`src/rtl/vol_ramp_pkg.sv`:
```
package vol_ramp_pkg;

    localparam int CODE_W   = 6;
    localparam int DB_W     = 8;
    localparam int MAX_CODE = 51;
    localparam int MUTE_DB  = -128;

    typedef logic [CODE_W-1:0]      vcode_t;
    typedef logic signed [DB_W-1:0] db_t;

    typedef enum logic [1:0] {
        PRE_0DB  = 2'b00,
        PRE_6DB  = 2'b01,
        PRE_12DB = 2'b10,
        PRE_20DB = 2'b11
    } pre_sel_e;

    typedef struct packed {
        logic mute;
        db_t  vol_db;
        db_t  total_db;
    } gain_rpt_t;

    // Clamp a raw request into the legal code range.
    function automatic vcode_t clamp_code(input vcode_t raw);
        if (int'(raw) > MAX_CODE) return vcode_t'(MAX_CODE);
        return raw;
    endfunction

    // Piecewise map: 6 dB, 3 dB, 2 dB, then 1 dB per code.
    function automatic db_t code_to_db(input vcode_t c);
        int v;
        v = int'(c);
        if (v == 0)       return db_t'(MUTE_DB);
        else if (v < 4)   return db_t'(6 * v - 66);
        else if (v < 8)   return db_t'(3 * v - 57);
        else if (v < 12)  return db_t'(2 * v - 50);
        else              return db_t'(v - 39);
    endfunction

    function automatic db_t pre_to_db(input pre_sel_e p);
        case (p)
            PRE_0DB:  return db_t'(0);
            PRE_6DB:  return db_t'(6);
            PRE_12DB: return db_t'(12);
            default:  return db_t'(20);
        endcase
    endfunction

endpackage

```
`src/rtl/vol_target_sel.sv`:
```
module vol_target_sel
    import vol_ramp_pkg::*;
(
    input  logic [7:0] vol_byte,
    input  logic       shut_req,
    output vcode_t     target
);
    vcode_t req_code;

    always_comb begin
        req_code = clamp_code(vol_byte[CODE_W-1:0]);
        target   = shut_req ? vcode_t'(0) : req_code;
    end
endmodule

```
`src/rtl/vol_step_timer.sv`:
```
module vol_step_timer #(
    parameter int STEP_CYC = 20
) (
    input  logic clk,
    input  logic rst,
    input  logic run,
    output logic tick
);
    localparam int CNT_W = (STEP_CYC > 1) ? $clog2(STEP_CYC) : 1;

    generate
        if (STEP_CYC <= 1) begin : g_every
            assign tick = run;
        end else begin : g_count
            logic [CNT_W-1:0] cnt_q;
            localparam logic [CNT_W-1:0] LAST = CNT_W'(STEP_CYC - 1);

            assign tick = run && (cnt_q == LAST);

            always_ff @(posedge clk) begin
                if (rst || !run) cnt_q <= '0;
                else if (tick)   cnt_q <= '0;
                else             cnt_q <= cnt_q + 1'b1;
            end
        end
    endgenerate
endmodule

```
`src/rtl/vol_walker.sv`:
```
module vol_walker
    import vol_ramp_pkg::*;
(
    input  logic   clk,
    input  logic   rst,
    input  logic   fast_en,
    input  logic   tick,
    input  vcode_t target,
    output vcode_t applied,
    output logic   moving
);
    vcode_t cur_q;
    vcode_t nxt;

    assign applied = cur_q;
    assign moving  = (cur_q != target);

    always_comb begin
        nxt = cur_q;
        if (fast_en)
            nxt = target;
        else if (tick && moving)
            nxt = (target > cur_q) ? cur_q + 1'b1 : cur_q - 1'b1;
    end

    always_ff @(posedge clk) begin
        if (rst) cur_q <= '0;
        else     cur_q <= nxt;
    end
endmodule

```
`src/rtl/vol_db_map.sv`:
```
module vol_db_map
    import vol_ramp_pkg::*;
(
    input  vcode_t    code,
    input  logic [1:0] pre_sel,
    output gain_rpt_t rpt
);
    db_t vdb;
    db_t pdb;

    always_comb begin
        vdb          = code_to_db(code);
        pdb          = pre_to_db(pre_sel_e'(pre_sel));
        rpt.mute     = (code == '0);
        rpt.vol_db   = vdb;
        rpt.total_db = rpt.mute ? db_t'(MUTE_DB) : vdb + pdb;
    end
endmodule

```
`src/rtl/vol_code_ramper.sv`:
```
module vol_code_ramper
    import vol_ramp_pkg::*;
#(
    parameter int CLK_KHZ = 100000,
    parameter int RAMP_US = 32000
) (
    input  logic                   clk,
    input  logic                   rst,
    input  logic [7:0]             vol_byte,
    input  logic [1:0]             pre_sel,
    input  logic                   fast_en,
    input  logic                   shut_req,
    output logic [CODE_W-1:0]      applied_code,
    output logic                   mute,
    output logic signed [DB_W-1:0] vol_db,
    output logic signed [DB_W-1:0] total_db,
    output logic                   shut_done
);
    localparam longint STEP_RAW = longint'(CLK_KHZ) * longint'(RAMP_US) / 1000 / MAX_CODE;
    localparam int     STEP_CYC = (STEP_RAW < 1) ? 1 : int'(STEP_RAW);

    vcode_t    target;
    vcode_t    applied;
    logic      moving;
    logic      tick;
    gain_rpt_t rpt;

    vol_target_sel u_tsel (
        .vol_byte (vol_byte),
        .shut_req (shut_req),
        .target   (target)
    );

    vol_step_timer #(.STEP_CYC(STEP_CYC)) u_timer (
        .clk  (clk),
        .rst  (rst),
        .run  (moving && !fast_en),
        .tick (tick)
    );

    vol_walker u_walk (
        .clk     (clk),
        .rst     (rst),
        .fast_en (fast_en),
        .tick    (tick),
        .target  (target),
        .applied (applied),
        .moving  (moving)
    );

    vol_db_map u_map (
        .code    (applied),
        .pre_sel (pre_sel),
        .rpt     (rpt)
    );

    assign applied_code = applied;
    assign mute         = rpt.mute;
    assign vol_db       = rpt.vol_db;
    assign total_db     = rpt.total_db;
    assign shut_done    = shut_req && (applied == '0);
endmodule

```
`config.mk`:
```
export PLATFORM = sky130hd
export DESIGN_NAME = vol_code_ramper
export DESIGN_NICKNAME = d
export VERILOG_FILES = /design/src/rtl/vol_ramp_pkg.sv /design/src/rtl/vol_target_sel.sv /design/src/rtl/vol_step_timer.sv /design/src/rtl/vol_walker.sv /design/src/rtl/vol_db_map.sv /design/src/rtl/vol_code_ramper.sv
export SDC_FILE = /design/constraint.sdc
export NUM_CORES = 1
export LEC_CHECK = 0
export CAP_MARGIN = 5
export CORE_MARGIN = 2
export CORE_UTILIZATION = 50
export CTS_BUF_LIST = sky130_fd_sc_hd__clkbuf_8
export CTS_CLUSTER_DIAMETER = 50
export DETAILED_ROUTE_END_ITERATION = 12
export DONT_BUFFER_PORTS = 1
export PLACE_DENSITY_LB_ADDON = 0.1
export REMOVE_ABC_BUFFERS = 1
export SLEW_MARGIN = 20
export SYNTH_ARGS = -nofsm -noshare
export SYNTH_HDL_FRONTEND = slang
export SYNTH_SLANG_ARGS = --single-unit
```
`constraint.sdc`:
```
create_clock -name clk -period 5.55 [get_ports clk]
set_clock_uncertainty 0.15 [all_clocks]
set_input_delay 1.11 -clock clk [delete_from_list [all_inputs] [get_ports clk]]
set_output_delay 1.11 -clock clk [all_outputs]
set_load 0.02 [all_outputs]
```
; After elaboration in Yosys (flattened, before gate mapping)
; Cells that the tools add are included.
[classes]
add_sub_neg = 8
multipliers = 2
n_lt_le_gt_ge = 5
eq_ne = 4
muxes = 13
reduce_logical = 12
[ops]
columns = operator, n
row1 = $mux 8, 5
row2 = $mux 6, 6
row3 = $add 16x1->16 const B, 1
row4 = $eq 16x16->1 const B, 1
row5 = $pmux 5 s3, 1
row6 = $logic_not 6->1, 2
row7 = $lt 6x4->1 const B, 2
row8 = $add 8x6->8, 1
row9 = $mul 2x6->8 const A, 1
row10 = $sub 7x6->8 const B, 1
row11 = $sub 8x7->8 const B, 1
row12 = $sub 8x8->8 const B, 1
row13 = $mul 2x6->7 const A, 1
row14 = $sub 6x6->7 const B, 1
row15 = $add 6x1->6 const B, 1
row16 = $gt 6x6->1, 1
row17 = $gt 6x6->1 const B, 1
row18 = $lt 6x3->1 const B, 1
row19 = $ne 6x6->1, 1
row20 = $sub 6x1->6 const B, 1
row21 = $logic_and 1x1->1, 4
row22 = $eq 2x1->1 const B, 1
row23 = $eq 2x2->1 const B, 1
row24 = $logic_not 1->1, 2
row25 = 5 further kinds, 5
[word_totals]
register_bits = 22
output_inout_bits = 24

; Longest topological paths before layout
; Gate-level depths: netlist of run 1.
[depth]
ltp_word = 10
ltp_mapped = 18

; By module
; Synthesis of run 1 repeated with hierarchy kept, for this count alone.
[hier_totals]
hier_cells = 358
area_unflattened_um2 = 2934.1
[by_module_without_submodules]
columns = mod, instances, cells_each, area_each_um2, seq_area_each_um2
row1 = vol_db_map, 1, 181, 1408.9, 0.0
row2 = vol_step_timer, 1, 85, 758.2, 320.3
row3 = vol_walker, 1, 79, 683.2, 120.1
row4 = vol_target_sel, 1, 10, 55.1, 0.0
row5 = vol_code_ramper, 1, 3, 28.8, 0.0

; Least setup slack after synthesis of run 1
; OpenSTA, ideal clock, no wires.
[synth_path]
path_type = reg-to-output
from = reg u_walk.cur_q[5], in the netlist u_walk.applied[5]
to = out total_db[6]
arrival_ps = 3721
t_required_ps = 4290
path_slack_ps = 569
stages_incl_launch_ff = 19
path_cell_list = dfxtp_1 clkbuf_1 inv_1 ha_1 buf_4 and2b_1 buf_2 nand2_1 o311ai_0 o21ai_0 a31oi_1 nor2_1 ha_1 a21o_1 a21oi_1 inv_1 a21oi_1 nor2_1 xnor2_1
[synth_via]
elab_chain_cells = 7
word_cells_on_any_way = 17
cone_classes = 5 x add/sub / 2 x mul / 3 x order compare / 5 x mux / 2 x reduce/logical
[synth_lines]
columns = item, line
row1 = from (decl), vol_walker.sv:12  ; vcode_t cur_q;
row2 = from (signal assigned), vol_walker.sv:28  ; else cur_q <= nxt;
row3 = $lt 6x4->1, vol_ramp_pkg.sv:37  ; else if (v < 12) return db_t'(2 * v - 50);
row4 = $mux 8, vol_ramp_pkg.sv:37
row5 = $mux 8, vol_ramp_pkg.sv:36  ; else if (v < 8) return db_t'(3 * v - 57);
row6 = $mux 8, vol_ramp_pkg.sv:35  ; else if (v < 4) return db_t'(6 * v - 66);
row7 = $mux 8 *, vol_ramp_pkg.sv:34  ; if (v == 0) return db_t'(MUTE_DB);
row8 = net vol_db[2], vol_code_ramper.sv:15  ; output logic signed [DB_W-1:0] vol_db,
row9 = $add 8x6->8 *, vol_db_map.sv:16  ; rpt.total_db = rpt.mute ? db_t'(MUTE_DB) : vdb + pdb;
row10 = $mux 8 *, vol_db_map.sv:16
row11 = to (decl), vol_code_ramper.sv:16  ; output logic signed [DB_W-1:0] total_db,
; The timed path passes the listed nets; every way through them passes the cells marked *.

; Final worst setup path of run 1
; Ends and elaborated chain as after synthesis.

==> results of run 1 <==
sequential cells by signal, summed over array words and instances, names as in the netlist:
register               cells
u_walk.applied             6
u_timer.g_count.cnt_q     16
path summary, 6_finish.rpt:
| path | from | slack, ns | endpoint |
|---|---|---|---|
| worst max-delay path | u_walk.applied[5]$_SDFFE_PP0P_ | 0.45 | total_db[6] |
| worst min register to register | u_timer.g_count.cnt_q[14]$_SDFF_PP0_ | 0.35 | u_timer.g_count.cnt_q[14]$_SDFF_PP0_ |
| worst min-delay path | u_timer.g_count.cnt_q[14]$_SDFF_PP0_ | 0.35 | u_timer.g_count.cnt_q[14]$_SDFF_PP0_ |
| worst max register to register | u_walk.applied[3]$_SDFFE_PP0P_ | 1.63 | u_walk.applied[5]$_SDFFE_PP0P_ |
routing by layer:
metal / vias up / wire [µm] / track usage, %
met4: 0 / 92 / 6.67
met5: - / 0 / 0
met3: 7 / 252 / 1.84
li1: 1251 / - / -
met2: 62 / 2920 / 37.1
met1: 1163 / 3110 / 29.4
power breakdown:
part	switching, mW	internal, mW
Combinational	0.191	0.116
Clock	0.0525	0.0964
Sequential	0.00326	0.161
Total	0.247	0.373
synth_stat cells (all sizes together), types with 2 or more instances:
cell type   n  area (µm²)
nand2      20        82.6
nand3      14        70.1
a21oi      26         130
a31oi       5        31.3
nor2       47         186
nand4       5        31.3
o31ai       2        15.0
nor2b       8        50.1
or3         6        37.5
inv        21        78.8
a211oi      8        70.1
o211ai      2        20.0
a21o        7        52.6
and2        7        43.8
mux2        3        41.3
dfxtp      22         440
buf         4        25.0
clkbuf      4        15.0
nand3b      2        15.0
o21bai      2        15.0
fa          5         100
o21ai      15        75.1
and3        4        25.0
nand2b      2        12.5
mux2i       8        80.1
or4b        2        20.0
ha         39         488
xnor2      22         200
nor3        7        40.0
xor2       11         104
cell families after synthesis:
kind of cell / count (synthesis) / synth area share (%)
XOR/XNOR: 33 / 10.9
AO/OA/AOI/OAI: 78 / 18.6
buffers and inverters: 30 / 4.41
AND/OR/NAND/NOR: 132 / 24.7
flip-flops: 22 / 15.8
multiplexers: 11 / 4.37
adder cells (fa/ha/maj): 44 / 21.2
critical path, delay by kind of cell, from the launching register on:
kind	cells	cell delay [ns]
compound gates	6	0.95
xor+xnor	1	0.14
fa+ha+maj	2	0.76
buf+inv	3	0.40
flops	1	0.31
simple gates	4	1.01
final cells by class:
type / count / area [µm²] / area share [%]
Multi-Input combinational cell: 298 / 2220 / 73.8
Sequential cell: 22 / 440 / 14.6
Timing Repair Buffer: 14 / 105 / 3.49
Tap cell: 72 / 90.1 / 2.99
Inverter: 22 / 82.6 / 2.74
Clock buffer: 3 / 41.3 / 1.37
Clock inverter: 1 / 30.0 / 0.997
metrics by stage:
step | util (%) | std cells | hold WS (ns) | setup WS [ns] | instance area (µm²)
finish | 55.4 | 432 | 0.352 | 0.451 | 3010
global route | 55.4 | 432 | 0.384 | 0.135 | 3010
CTS | 55.4 | 432 | 0.348 | 0.479 | 3010
detailed placement | 54.1 | 428 | 0.333 | 0.780 | 2940
global placement | 54.1 | 428 | 0.321 | 0.821 | 2940
floorplan | - | 342 | 0.304 | 0.671 | 2740
placed cells by master (no fill, tap or decap), types with 6 or more instances in the layout:
master,synthesis,layout
sky130_fd_sc_hd__a211oi_1,6,6
sky130_fd_sc_hd__a21o_1,7,7
sky130_fd_sc_hd__a21oi_1,26,26
sky130_fd_sc_hd__and2_1,7,7
sky130_fd_sc_hd__buf_4,2,14
sky130_fd_sc_hd__dfxtp_1,22,22
sky130_fd_sc_hd__ha_1,39,39
sky130_fd_sc_hd__inv_1,20,20
sky130_fd_sc_hd__mux2i_1,8,8
sky130_fd_sc_hd__nand2_1,19,19
sky130_fd_sc_hd__nand3_1,14,14
sky130_fd_sc_hd__nor2_1,45,45
sky130_fd_sc_hd__nor2b_1,8,8
sky130_fd_sc_hd__nor3_1,6,6
sky130_fd_sc_hd__o21ai_0,15,15
sky130_fd_sc_hd__or3_1,6,6
sky130_fd_sc_hd__xnor2_1,21,21
sky130_fd_sc_hd__xor2_1,10,10
==> out/results.ini, run 1 <==
[clocking]
ctsLongestPathBuffers = 2
post_cts.repair.setup_buffers = 0
cts.repair.resized = 0
clock_sinks = 22
ctsHoldBuffers = 0
ctsRootBufferMaster = sky130_fd_sc_hd__clkbuf_8
tritoncts.num_buffers = 3
tritoncts = yes
htree_levels = 1
clk_pin_slew_worst_paths_ns = 0.08
clkLatencyLatePin_ns = 0.27

[synth]
synth_area_mm2 = 0.00278
synth_async_sr_flop_share_pct = 0
synth.avg_cell_area_um2 = 7.94
synthesis.instances = 350
synth.yosys.seq_area_share_pct = 15.8
ys_dominant_reg_cell = sky130_fd_sc_hd__dfxtp_1
synth_cell_types = 61
yosys_register_bits = 22
edff_count_synth = 0
ys.warnings.count = 0

[worst_setup_path]
crit_path_end_kind = primary output
critical_path.slowest_cell = sky130_fd_sc_hd__nor2_1
worst_path_required_time_ns = 4.29
worst_setup_path_start_kind = register
worstPathArrival_ns = 3.84
ff2ff_path_depth = 15
critical_path_class = reg -> out
critical_path.cell_chain = inv_1 > ha_1 > nand2b_1 > nand3_1 > o21ai_0 > o21ai_0 > a31oi_1 > nor2_1 > ha_1 > a21o_1 > a21oi_1 > inv_1 > a21oi_1 > nor2_1 > xnor2_1 > buf_4
cpPeakStageDelay_ns = 0.48
maximum_net_fanout_on_the_critical_path = 10

[global_routing]
grt_remaining_overflow = 0
antenna_violations_before_repair = 0
groute.usage.overall_pct = 21.9
grt_pass1_wl_um = 11000
number_of_global_route_vias_before_repair = 2346
grt_max_degree = 17

[detailed_routing]
first_pass_iters = 4
antenna_violating_nets_post_route = 0
detail_route.iter0.violations = 91
drt-total-wl_um = 6370
drt-vias-per-instance = 5.75
post_route_drc_violation_count = 0
total_number_of_vias = 2483
drt-wirelength-per-cell_um = 14.7

[cells_and_area]
num-nets-final = 419
post_route_cells_drive_above_1_share_pct = 10.3
antenna_cells = 0
num-fill-cells = 541
syn2layout_area_growth_pct = 8.37

[pwr]
worst_ir_drop_vdd_mv = 0.144
power-per-cell-area_mw_per_mm2 = 206
post-layout-total-power_mw = 0.620
leakage_nw = 1.26

[timing]
report.final.hold_viol_count = 0
worstMarginPinSlew_ns = 0.596
timing.fmax_mhz = 196
grt_setup_unrepaired = false
fin_setup_tns_ns = 0
worst_max_slew_margin_expressed_relative_to_the_limit_pct = 60.1
period_share_pct = 91.9
period_needed_ns = 5.10
timing.final.setup_violations = 0
final-max-slew-violation-count = 0

[placement]
port_buffers = 0
post-dp-hpwl_um = 5030
routability_congestion_estimate_from_global_placement = 0.854

[floorplan]
top_level_ports = 38
floorplan.core_area_mm2 = 0.00544
fp.dieH_um = 78.6
num_rows = 27
die-width_um = 78.6
die_area_mm2 = 0.00617
floorplan.initialDensity_pct = 51.1

[status]
outcome = complete, no violations

[flow_run]
cap_viol_max_count = 0

[hold_path]
hold_path_class = reg -> reg
min_path_cells = 2

No activity file was read; power rests on OpenSTA's default activity.
==> run 2: changes to the inputs <==
==> constraint.sdc (replaced) <==
create_clock -name clk -period 4.4 [get_ports clk]
set_clock_uncertainty 0.15 [all_clocks]
set_input_delay 0.88 -clock clk [delete_from_list [all_inputs] [get_ports clk]]
set_output_delay 0.88 -clock clk [all_outputs]
set_load 0.02 [all_outputs]
==> run 2 against run 1 <==
- power increased by 34%
- flip-flop and latch count unchanged
- register-to-register slack got worse by 1.0 ns
- hold slack got worse by 0.0056 ns
- sequential share of layout area decreased by 0.69 points
==> out/results.ini, run 2 (synthesis gave the netlist of run 1 again) <==
[detailed_routing]
post_route_drc_violation_count = 0
drt-vias-per-instance = 5.48
detail_route.iter0.violations = 111
drt-wirelength-per-cell_um = 14.5
first_pass_iters = 4
met1_length_um = 3070
routed-wl-met2_um = 3030
routed-wl-met3_um = 297
total_number_of_vias = 2454
drt-total-wl_um = 6470
highest_layer = met4
antenna_violating_nets_post_route = 0

[clocking]
clk_pin_slew_worst_paths_ns = 0.08
clkLatencyLatePin_ns = 0.27
ctsRootBufferMaster = sky130_fd_sc_hd__clkbuf_8
ctsLongestPathBuffers = 2
ctsHoldBuffers = 0
htree_levels = 1
tritoncts = yes
clock_sinks = 22
tritoncts.num_buffers = 3

[timing]
worst_max_slew_margin_expressed_relative_to_the_limit_pct = 66.3
timing.final.setup_violations = 0
worstMarginPinSlew_ns = 0.504
report.final.hold_viol_count = 0
worst_hold_slack_ns = 0.347
period_needed_ns = 4.24
final-max-slew-violation-count = 0
period_share_pct = 96.5
worst_slack_ns = 0.156
timing.fmax_mhz = 236

[pwr]
internal_power_mw = 0.502
leakage_nw = 1.34
power-per-cell-area_mw_per_mm2 = 261
share_comb_of_total_power_pct = 51.8
power.net_switching_mw = 0.327
pwr-share-clk_pct = 23.2
share_seq_of_total_power_pct = 25.0
swShare_pct = 39.5
worst_ir_drop_vdd_mv = 0.183

[floorplan]
num_rows = 27
die-width_um = 78.6
die_area_mm2 = 0.00617
top_level_ports = 38
floorplan.initialDensity_pct = 51.1
floorplan.core_area_mm2 = 0.00544
fp.dieH_um = 78.6

[hold_path]
hold_start = u_timer.g_count.cnt_q[14]$_SDFF_PP0_
hold_path_class = reg -> reg

[worst_setup_path]
critical_path.cell_chain = inv_2 > ha_2 > ha_1 > nor2b_1 > or3_1 > a31oi_2 > a21oi_2 > ha_1 > a21oi_2 > nor3_2 > mux2_4
critical_path.slowest_cell = sky130_fd_sc_hd__ha_1
maximum_net_fanout_on_the_critical_path = 8
crit_path_start = u_walk.applied[2]$_SDFFE_PP0P_
crit_path_end_kind = primary output
worst_path_required_time_ns = 3.37
worst_setup_path_start_kind = register
worstPathBufferInverterCount = 1
critical_path_class = reg -> out
worstPathArrival_ns = 3.21
reg_to_reg_start = u_walk.applied[3]$_SDFFE_PP0P_
cpPeakStageDelay_ns = 0.36
cp_top_family = adder cells

[cells_and_area]
syn2layout_area_growth_pct = 14.4
num-fill-cells = 528
regMostFlops = u_timer.g_count.cnt_q
largest_reg_flops = 16
post_route_cells_drive_above_1_share_pct = 17.8
num-nets-final = 435
final_common_cell = sky130_fd_sc_hd__nor2_1
most-common-layout-cells = sky130_fd_sc_hd__nor2_1, sky130_fd_sc_hd__ha_1, sky130_fd_sc_hd__buf_4, sky130_fd_sc_hd__a21oi_1, sky130_fd_sc_hd__xnor2_1
antenna_cells = 0

[flow_run]
cap_viol_max_count = 0

[global_routing]
antenna_violations_before_repair = 0
grt_remaining_overflow = 0
groute.usage.overall_pct = 21.8
grt_max_degree = 16
grt_pass1_wl_um = 10900
number_of_global_route_vias_before_repair = 2315

[status]
outcome = complete, no violations

[placement]
routability_congestion_estimate_from_global_placement = 0.874
pre_cts_slack_ns = 0.0945
port_buffers = 0
post-dp-hpwl_um = 5150

## run 2: cell count changes in the layout (fill, tap and decap cells not counted), moves of 3 or more
cell	delta
sky130_fd_sc_hd__o21ai_1	+3
sky130_fd_sc_hd__buf_4	+16
sky130_fd_sc_hd__ha_1	-3
sky130_fd_sc_hd__o21ai_0	-3
sky130_fd_sc_hd__a21oi_2	+4
sky130_fd_sc_hd__a21oi_1	-4
## run 2: path summary, 6_finish.rpt
| path | to | cells past startpoint | slack [ns] |
|---|---|---|---|
| max | total_db[7] | 11 | 0.16 |
| min | u_timer.g_count.cnt_q[14]$_SDFF_PP0_ | 2 | 0.35 |
| max reg2reg | u_walk.applied[5]$_SDFFE_PP0P_ | 16 | 0.59 |
| min reg2reg | u_timer.g_count.cnt_q[14]$_SDFF_PP0_ | 2 | 0.35 |
## run 2: worst min-delay path: cells and delay by family, from the launching register on
family / cells / cell delay [ns]
AOI/OAI and AO/OA: 2 / 0.13
DFF: 1 / 0.33
## run 2: power groups by stage
| stage | combinational (mW) | clock (mW) | sequential, mW |
|---|---|---|---|
| after floorplan | 0.293 | 0 | 0.221 |
| after global placement | 0.409 | 0 | 0.212 |
| after detailed placement | 0.413 | 0 | 0.212 |
| after CTS | 0.418 | 0.195 | 0.207 |
| after global routing | 0.474 | 0.207 | 0.208 |
| final | 0.429 | 0.192 | 0.207 |
## run 2: what timing repair did
action / CTS / global route
pin swaps: 0 / 4
setup endpoints to repair: 3 / 3
resized for setup: 3 / 14
setup buffers: 0 / 1
## run 2: stage by stage
step	std cells	utilization, %	instance area [µm²]	setup TNS, ns	total power, mW
floorplan	342	-	2740	-0.487	0.514
global placement	443	56.1	3050	0	0.620
detailed placement	443	56.1	3050	0	0.625
CTS	447	57.6	3130	0	0.821
global route	448	58.4	3180	-0.00356	0.889
finish	448	58.4	3180	0	0.829
## run 2: per-layer routing
layer	track usage (%)	vias to the layer above
met1	29.2	1090
met5	0	-
met3	2.64	7
li1	-	1287
met4	5.79	0
met2	36.8	70
## run 2: cell type report
class | count | area [µm²] | share of cell area, %
Multi-Input combinational cell | 298 | 2270 | 71.3
Timing Repair Buffer | 30 | 225 | 7.09
Sequential cell | 22 | 443 | 13.9
Tap cell | 72 | 90.1 | 2.83
Inverter | 22 | 82.6 | 2.60
Clock buffer | 3 | 41.3 | 1.30
Clock inverter | 1 | 30.0 | 0.945
==> run 3: changes to the inputs <==
--- a/config.mk
+++ b/config.mk
@@ -5,13 +5,13 @@
 export SDC_FILE = /design/constraint.sdc
 export NUM_CORES = 1
 export LEC_CHECK = 0
+export BUFFER_PORTS_ARGS = -buffer_cell sky130_fd_sc_hd__buf_2
 export CAP_MARGIN = 5
 export CORE_MARGIN = 2
 export CORE_UTILIZATION = 50
 export CTS_BUF_LIST = sky130_fd_sc_hd__clkbuf_8
 export CTS_CLUSTER_DIAMETER = 50
 export DETAILED_ROUTE_END_ITERATION = 12
-export DONT_BUFFER_PORTS = 1
 export PLACE_DENSITY_LB_ADDON = 0.1
 export REMOVE_ABC_BUFFERS = 1
 export SLEW_MARGIN = 20
==> run 3 against run 2 <==
- sequential share of layout area is 0.94 points lower
- setup slack worse by 0.12 ns
- register-to-register slack better by 0.09 ns
- critical endpoint unchanged
==> out/results.ini, run 3 (synthesis gave the netlist of run 1 again) <==
[status]
outcome = complete, no violations

[worst_setup_path]
worst_r2r_endpoint = u_walk.applied[5]$_SDFFE_PP0P_
ff2ff_path_depth = 16
worstPathArrival_ns = 3.34
maximum_net_fanout_on_the_critical_path = 6
cp_top_family = adder cells
critical_path.cell_chain = clkinvlp_4 > buf_6 > ha_1 > inv_1 > ha_4 > nor2b_1 > or3_1 > a31oi_2 > a21oi_2 > ha_1 > a21oi_2 > nor3_2 > mux2_4 > buf_6
critical_path_class = reg -> out
reg_to_reg_start = u_walk.applied[3]$_SDFFE_PP0P_
worst_setup_path_start_kind = register
worst_path_required_time_ns = 3.37
cpPeakStageDelay_ns = 0.37
critical_path.slowest_cell = sky130_fd_sc_hd__dfxtp_4
worstPathBufferInverterCount = 4
crit_path_end_kind = primary output
setup.reg_to_reg.worst_slack_ns = 0.68

[global_routing]
globalRouteMet1Util_pct = 32.1
groute.usage.overall_pct = 22.8
grtUsageMet2_pct = 38.5
antenna_violations_before_repair = 0
grt_pass1_wl_um = 11500
m3_gr_usage_pct = 1.26
grt_remaining_overflow = 0
number_of_global_route_vias_before_repair = 2487
grt_max_degree = 16
grt.busiest_layer = met2

[pwr]
share_seq_of_total_power_pct = 23.9
worst_ir_drop_vdd_mv = 0.162
swShare_pct = 39.4
share_comb_of_total_power_pct = 54.0
power-per-cell-area_mw_per_mm2 = 252
pwr-share-clk_pct = 22.1
power.net_switching_mw = 0.340
leakage_nw = 1.49
internal_power_mw = 0.523

[detailed_routing]
detail_route.iter0.violations = 72
drt-vias-per-instance = 5.46
drt-wirelength-per-cell_um = 14.0
post_route_drc_violation_count = 0
total_number_of_vias = 2637
first_pass_iters = 4
antenna_violating_nets_post_route = 0
drt-total-wl_um = 6760

[hold_path]
min_path_cells = 2
hold_path_class = reg -> reg
hold_start = u_timer.g_count.cnt_q[14]$_SDFF_PP0_
worst_hold_path.endpoint = u_timer.g_count.cnt_q[14]$_SDFF_PP0_

[floorplan]
num_rows = 27
die-width_um = 78.6
die_area_mm2 = 0.00617
floorplan.core_area_mm2 = 0.00544
top_level_ports = 38
fp.dieH_um = 78.6
floorplan.initialDensity_pct = 51.1

[cells_and_area]
antenna_cells = 0
ff_latch_area_um2 = 444
regMostFlops = u_timer.g_count.cnt_q
fin_area_mm2 = 0.00342
final_core_utilization_pct = 62.8
num-fill-cells = 497
num-nets-final = 470
post_route_cells_drive_above_1_share_pct = 25.5
syn2layout_area_growth_pct = 23.0
most-common-layout-cells = sky130_fd_sc_hd__nor2_1, sky130_fd_sc_hd__ha_1, sky130_fd_sc_hd__buf_2, sky130_fd_sc_hd__buf_4, sky130_fd_sc_hd__a21oi_1
largest_reg_flops = 16
multi_input_comb_area_mm2 = 0.00231
final_common_cell = sky130_fd_sc_hd__nor2_1

[timing]
report.final.hold_viol_count = 0
final-max-slew-violation-count = 0
timing.fmax_mhz = 229
worst_slack_ns = 0.0344
fin_setup_tns_ns = 0
timing.final.setup_violations = 0
grt_setup_unrepaired = true
worst_hold_slack_ns = 0.349
period_needed_ns = 4.37
period_share_pct = 99.2
worst_max_slew_margin_expressed_relative_to_the_limit_pct = 65.8
worstMarginPinSlew_ns = 0.511

[clocking]
clk_pin_slew_worst_paths_ns = 0.09
clkLatencyLatePin_ns = 0.27
tritoncts.num_buffers = 3
tritoncts = yes
htree_levels = 1
ctsLongestPathBuffers = 2
ctsRootBufferMaster = sky130_fd_sc_hd__clkbuf_8
ctsHoldBuffers = 0
clock_sinks = 22

[placement]
post-dp-hpwl_um = 5330
routability_congestion_estimate_from_global_placement = 0.856
port_buffers = 35
pre_cts_slack_ns = 0.0523
placed_cell_areas_mm2 = 0.00319

[flow_run]
cap_viol_max_count = 0

run 3: worst register-to-register path: cells and delay by family (launching register included):
kind	cells	cell delay, ns
fa+ha+maj	2	0.55
compound gates	7	1.44
mux	1	0.19
flops	1	0.41
buf+inv	3	0.46
simple gates	3	0.43
run 3: final cells by class:
cell class | count | share of cell area [%]
Sequential cell | 22 | 13.0
Multi-Input combinational cell | 298 | 67.5
Timing Repair Buffer | 65 | 12.3
Tap cell | 72 | 2.64
Inverter | 22 | 2.53
Clock inverter | 1 | 0.878
Clock buffer | 3 | 1.21
run 3: through the flow:
step                power [mW]  instances
floorplan                0.514        342
global placement         0.634        474
detailed placement       0.639        474
CTS                      0.835        478
global route             0.920        483
finish                   0.863        483
run 3: timing repair:
item	4_1_cts	5_1_grt
endpoints found under the setup margin	3	4
setup buffers	0	5
resized for setup	4	24
pin swaps	3	14
run 3: worst max path at each step:
| stage | startpoint | endpoint | cells after the start |
|---|---|---|---|
| finish | u_walk.applied[2]$_SDFFE_PP0P_ | total_db[7] | 14 |
| floorplan | u_walk.applied[0]$_SDFFE_PP0P_ | total_db[6] | 16 |
| global placement | vol_byte[5] | u_walk.applied[5]$_SDFFE_PP0P_ | 17 |
| CTS | u_walk.applied[2]$_SDFFE_PP0P_ | total_db[7] | 12 |
| detailed placement | vol_byte[5] | u_walk.applied[5]$_SDFFE_PP0P_ | 17 |
| global route | u_walk.applied[2]$_SDFFE_PP0P_ | total_db[7] | 14 |
run 3: power by group through the flow:
stage / Sequential, mW / Combinational [mW] / Clock [mW]
3_3_place_gp: 0.211 / 0.423 / 0
6_report: 0.206 / 0.466 / 0.191
2_1_floorplan: 0.221 / 0.293 / 0
5_1_grt: 0.207 / 0.512 / 0.201
3_5_place_dp: 0.211 / 0.427 / 0
4_1_cts: 0.207 / 0.433 / 0.195
run 3: metal layers:
layer / share of wire [%] / wire length (µm) / vias up
met4: 0.61 / 41 / 0
met3: 2.3 / 158 / 4
met1: 49 / 3300 / 1231
met2: 48 / 3260 / 45
met5: 0 / 0 / -
li1: - / - / 1357
